`config.mk`:
```
export PLATFORM = sky130hd
export DESIGN_NAME = dse_encoder
export DESIGN_NICKNAME = d
export VERILOG_FILES = /design/src/rtl/dse_pkg.sv /design/src/rtl/dse_shifter.sv /design/src/rtl/dse_line_coder.sv /design/src/rtl/dse_encoder.sv
export SDC_FILE = /design/constraint.sdc
export NUM_CORES = 1
export LEC_CHECK = 0
export ABC_AREA = 1
export BUFFER_PORTS_ARGS = -buffer_cell sky130_fd_sc_hd__buf_2
export CAP_MARGIN = 10
export CELL_PAD_IN_SITES_DETAIL_PLACEMENT = 1
export CELL_PAD_IN_SITES_GLOBAL_PLACEMENT = 1
export CORE_UTILIZATION = 33
export CTS_CLUSTER_SIZE = 30
export DETAILED_ROUTE_END_ITERATION = 6
export PLACE_DENSITY_LB_ADDON = 0.1
export SYNTH_ARGS = -nofsm -noshare
export SYNTH_HDL_FRONTEND = slang
export SYNTH_SLANG_ARGS = --single-unit
```
`constraint.sdc`:
```
create_clock -name clk -period 3.78 [get_ports clk]
set_clock_uncertainty 0.2 [all_clocks]
set_input_delay 0.567 -clock clk [delete_from_list [all_inputs] [get_ports clk]]
set_output_delay 0.567 -clock clk [all_outputs]
set_load 0.05 [all_outputs]
```
`src/rtl/dse_pkg.sv`:
```
package dse_pkg;

   // Order in which the bits of a word leave the serializer
   typedef enum logic {
      ORDER_LSB = 1'b0,
      ORDER_MSB = 1'b1
   } dse_order_e;

   // Strobe level after a bit is sent: toggle when the data line would not move
   function automatic logic dse_strobe_next(input logic cur_data,
                                            input logic new_bit,
                                            input logic cur_strobe);
      return cur_strobe ^ (cur_data ~^ new_bit);
   endfunction

endpackage

```
`src/rtl/dse_shifter.sv`:
```
module dse_shifter
   import dse_pkg::*;
#(
   parameter int unsigned WORD_W = 8,
   parameter dse_order_e  ORDER  = ORDER_LSB
) (
   input  logic              clk,
   input  logic              rst_n,
   input  logic              bit_en,
   input  logic [WORD_W-1:0] in_data,
   input  logic              in_valid,
   output logic              in_ready,
   output logic              busy,
   output logic              bit_go,
   output logic              bit_val,
   output logic              idle_go
);

   localparam int unsigned    CNT_W    = (WORD_W > 1) ? $clog2(WORD_W) : 1;
   localparam logic [CNT_W-1:0] LAST_IDX = CNT_W'(WORD_W - 1);

   logic [WORD_W-1:0] shreg_q;
   logic [WORD_W-1:0] load_word;
   logic [WORD_W-1:0] shift_word;
   logic [CNT_W-1:0]  cnt_q;
   logic              busy_q;
   logic              first_bit;
   logic              head_bit;
   logic              on_last;
   logic              accept;

   // Pick the bit order; the register keeps the bits still to be sent
   generate
      if (ORDER == ORDER_LSB) begin : g_lsb
         assign first_bit  = in_data[0];
         assign head_bit   = shreg_q[0];
         assign load_word  = {1'b0, in_data[WORD_W-1:1]};
         assign shift_word = {1'b0, shreg_q[WORD_W-1:1]};
      end else begin : g_msb
         assign first_bit  = in_data[WORD_W-1];
         assign head_bit   = shreg_q[WORD_W-1];
         assign load_word  = {in_data[WORD_W-2:0], 1'b0};
         assign shift_word = {shreg_q[WORD_W-2:0], 1'b0};
      end
   endgenerate

   assign on_last  = busy_q && (cnt_q == LAST_IDX);
   assign in_ready = bit_en && (!busy_q || on_last);
   assign accept   = in_valid && in_ready;
   assign bit_go   = accept || (bit_en && busy_q && !on_last);
   assign bit_val  = accept ? first_bit : head_bit;
   assign idle_go  = bit_en && on_last && !accept;
   assign busy     = busy_q;

   always_ff @(posedge clk or negedge rst_n) begin
      if (!rst_n) begin
         shreg_q <= '0;
         cnt_q   <= '0;
         busy_q  <= 1'b0;
      end else if (accept) begin
         shreg_q <= load_word;
         cnt_q   <= '0;
         busy_q  <= 1'b1;
      end else if (bit_go) begin
         shreg_q <= shift_word;
         cnt_q   <= cnt_q + 1'b1;
      end else if (idle_go) begin
         cnt_q   <= '0;
         busy_q  <= 1'b0;
      end
   end

endmodule

```
`src/rtl/dse_line_coder.sv`:
```
module dse_line_coder
   import dse_pkg::*;
#(
   parameter logic IDLE_LEVEL   = 1'b1,
   parameter logic RESET_STROBE = 1'b1
) (
   input  logic clk,
   input  logic rst_n,
   input  logic bit_go,
   input  logic bit_val,
   input  logic idle_go,
   output logic line_data,
   output logic line_strobe
);

   logic data_q;
   logic strobe_q;

   always_ff @(posedge clk or negedge rst_n) begin
      if (!rst_n) begin
         data_q   <= IDLE_LEVEL;
         strobe_q <= RESET_STROBE;
      end else if (bit_go) begin
         data_q   <= bit_val;
         strobe_q <= dse_strobe_next(data_q, bit_val, strobe_q);
      end else if (idle_go) begin
         data_q   <= IDLE_LEVEL;
      end
   end

   assign line_data   = data_q;
   assign line_strobe = strobe_q;

endmodule

```
`src/rtl/dse_encoder.sv`:
```
module dse_encoder
   import dse_pkg::*;
#(
   parameter int unsigned WORD_W       = 8,
   parameter dse_order_e  ORDER        = ORDER_LSB,
   parameter logic        IDLE_LEVEL   = 1'b1,
   parameter logic        RESET_STROBE = 1'b1
) (
   input  logic              clk,
   input  logic              rst_n,
   input  logic              bit_en,
   input  logic [WORD_W-1:0] in_data,
   input  logic              in_valid,
   output logic              in_ready,
   output logic              ds_data,
   output logic              ds_strobe,
   output logic              busy
);

   generate
      if (WORD_W < 2) begin : g_bad_width
         $error("dse_encoder: WORD_W must be at least 2");
      end
   endgenerate

   logic bit_go;
   logic bit_val;
   logic idle_go;

   dse_shifter #(
      .WORD_W (WORD_W),
      .ORDER  (ORDER)
   ) u_shifter (
      .clk      (clk),
      .rst_n    (rst_n),
      .bit_en   (bit_en),
      .in_data  (in_data),
      .in_valid (in_valid),
      .in_ready (in_ready),
      .busy     (busy),
      .bit_go   (bit_go),
      .bit_val  (bit_val),
      .idle_go  (idle_go)
   );

   dse_line_coder #(
      .IDLE_LEVEL   (IDLE_LEVEL),
      .RESET_STROBE (RESET_STROBE)
   ) u_coder (
      .clk         (clk),
      .rst_n       (rst_n),
      .bit_go      (bit_go),
      .bit_val     (bit_val),
      .idle_go     (idle_go),
      .line_data   (ds_data),
      .line_strobe (ds_strobe)
   );

endmodule

```
==> results.py <==
metrics = {
    "status": {
        "status": "finished, final reports clean",
    },
    "floorplan": {
        "rows": 16,
        "core_area_mm2": 0.00194,
        "die-area_mm2": 0.00224,
        "dieHeight_um": 47.3,
        "io_pins": 16,
        "die_w_um": 47.3,
        "start_util": 0.349,
    },
    "cts": {
        "cts_resized": 0,
        "clkTransAtPathRegs_ns": 0.08,
        "worstSkewPairLatency_ns": 0.27,
        "cts_root_buffer": "clkbuf_4",
        "cts.path.max_buffers": 2,
        "cts_tree": "done",
        "cts_inserted_buffers": 3,
        "cts_max_level": 1,
        "cts_sinks": 13,
    },
    "worst_setup_path": {
        "rr_endpoint": "u_shifter.shreg_q[4]",
        "crit_slowest_cell": "dfrtp_1",
        "critical_path_required_ns": 3.01,
        "critPathMaxStageDelay_ns": 0.40,
        "worstPathArrival_ns": 1.55,
        "critPathLaunchType": "register",
        "endpoint_kind": "primary output",
        "reg2regPathDepth": 10,
        "path_cells": "ha_1, ha_1, inv_1, nand2_4, nand2_1, inv_1, buf_2",
        "path_class": "reg2out",
        "worstReg2RegStart": "u_shifter.cnt_q[0]",
        "regToRegSetupSlack_ns": 2.02,
        "cp_max_fo": 4,
    },
    "power": {
        "powerDensity_mw_per_mm2": 761,
        "ir_worst_vdd_uv": 361,
        "sw_frac_of_total": 0.448,
        "p_sw_uw": 281,
        "clkPwrFrac": 0.139,
        "p_leak_uw": 0.000425,
        "power_frac_seq": 0.400,
        "power_frac_comb": 0.461,
        "power.internal_uw": 346,
    },
    "synth": {
        "ys_ff_latch": 13,
        "synth_top_area_cell": "dfrtp_1",
        "synth_fp_nets": 88,
        "yosysTopAreaCellShare": 0.406,
        "yosysUniqueCellTypes": 20,
        "syn-mean-instance-area_um2": 9.16,
        "syn_inst": 74,
        "syn_area_um2": 678,
        "synth.area.top_cells": "dfrtp_1, nand2_1, dfstp_2",
        "seq_area_frac_synth": 0.483,
        "synth_warnings": 0,
    },
    "timing": {
        "fin_crit_sh": 0.612,
        "setup_tns_ns": 0,
        "relSlewSlack": 0.793,
        "hold_viol": 0,
        "slew_violations": 0,
        "setup_violations": 0,
        "fmaxAchievable_ghz": 0.432,
        "tightest_slew_ns": 0.311,
        "fin_crit_ns": 2.32,
        "rsz0062_at_grt": "no",
        "holdWs_ns": 0.277,
    },
    "hold_path": {
        "hold_depth": 2,
        "hold_class": "reg2reg",
        "min_to": "u_coder.line_strobe",
        "hp-start": "u_coder.line_strobe",
    },
    "global_routing": {
        "antenna_found_initial": 0,
        "grt_usage": 0.146,
        "grt_start_max_net_pins": 14,
        "grt_pass1_vias": 501,
        "grt-ovfl-total": 0,
        "grt_pass1_wl_um": 2200,
    },
    "flow_run": {
        "drv_cap": 0,
    },
    "place": {
        "numPortBuffers": 15,
        "routabilityCongestion": 0.740,
        "detailed_place_hpwl_um": 1040,
    },
    "detailed_routing": {
        "vias": 570,
        "vias_per_cell": 4.71,
        "wl_per_cell_um": 11.0,
        "antenna_left": 0,
        "first_pass_iters": 2,
        "drt_iter0_drc": 2,
        "wirelength_um": 1330,
        "drc": 0,
    },
    "finish": {
        "n_antenna_cell": 0,
        "fin_nets": 109,
        "layout_commonest_cell": "nand2_1",
        "area_growth_pct": 21.4,
        "layout_common_cells": "nand2_1, buf_2, dfrtp_1",
        "post-route-util": 0.424,
        "drive_gt1_frac": 0.319,
    },
}
-- worst max-delay path, delay by kind of cell, from the launching register on --
family                   cells  cell delay [ns]
flip-flops                   1             0.40
adder cells (fa/ha/maj)      2             0.37
buffers and inverters        3             0.32
AND/OR/NAND/NOR              2             0.18
-- worst max path at each step --
stage | startpoint | end | depth (start not counted)
2_1_floorplan | u_shifter.cnt_q[0] | in_ready | 6
3_3_place_gp | u_shifter.cnt_q[0] | in_ready | 7
3_5_place_dp | u_shifter.cnt_q[0] | in_ready | 7
4_1_cts | u_shifter.cnt_q[0] | in_ready | 7
5_1_grt | u_shifter.cnt_q[0] | in_ready | 7
6_report | u_shifter.cnt_q[0] | in_ready | 7
-- layer usage --
layer	share of wire	wire (um)	GRT usage	up-vias
met5	0	0	0	-
li1	-	-	-	282
met3	0.042	55	0.0231	2
met1	0.46	603	0.191	273
met2	0.49	652	0.227	13
met4	0.011	14	0.0857	0
-- repair_timing --
| action | in CTS | in global routing |
|---|---|---|
| hold buffers | 1 | 0 |
| endpoints found under the hold margin | 11 | 0 |
| buffers inserted | 0 | 0 |
-- synthesized netlist by cell type --
cell type  number
nand2_1        24
dfrtp_1        11
inv_1           8
o211ai_1        4
nand3_1         3
nor2_1          3
o21ai_0         3
dfstp_2         2
ha_1            2
inv_2           2
inv_4           2
nand4_1         2
a21oi_1         1
nand2_2         1
nand2_4         1
nand2_8         1
nand3_4         1
nor2_8          1
o221ai_1        1
o22ai_2         1
-- state kept, by name, summed over array words and instances (netlist names) --
signal,cells
u_shifter.shreg_q,7
u_shifter.cnt_q,3
u_coder.line_data,1
u_coder.line_strobe,1
u_shifter.busy,1
-- power by group through the flow --
stage,combinational [uW],sequential (uW),clock (uW)
6_report,289,251,87.1
5_1_grt,328,261,96.8
4_1_cts,297,253,91.5
3_5_place_dp,295,255,0
3_3_place_gp,291,253,0
2_1_floorplan,177,304,0
-- cell type report --
type,count,area (um2)
fillers,252,1120
multi-input cells,49,300
inverters,12,50.0
clock buffers,4,26.3
repair buffers,16,85.1
well taps,27,33.8
flip-flops and latches,13,328
-- stage by stage --
step                      instances  worst slack [ns]  power [uW]  cell area (um2)
final                           121              1.46         627              823
after detailed placement        116              1.75         550              787
after CTS                       121              1.43         641              823
after global routing            121              1.36         686              823
after floorplan                  74              1.82         481              678
after global placement          116              1.78         543              787
-- logic make-up after synthesis --
family / count (synthesis) / synth area share
AOI/OAI and AO/OA: 10 / 0.105
DFF: 13 / 0.483
buffers and inverters: 12 / 0.0738
adders and majority gates: 2 / 0.0369
and+or+nand+nor: 37 / 0.301
No activity file was read; power rests on OpenSTA's default activity.
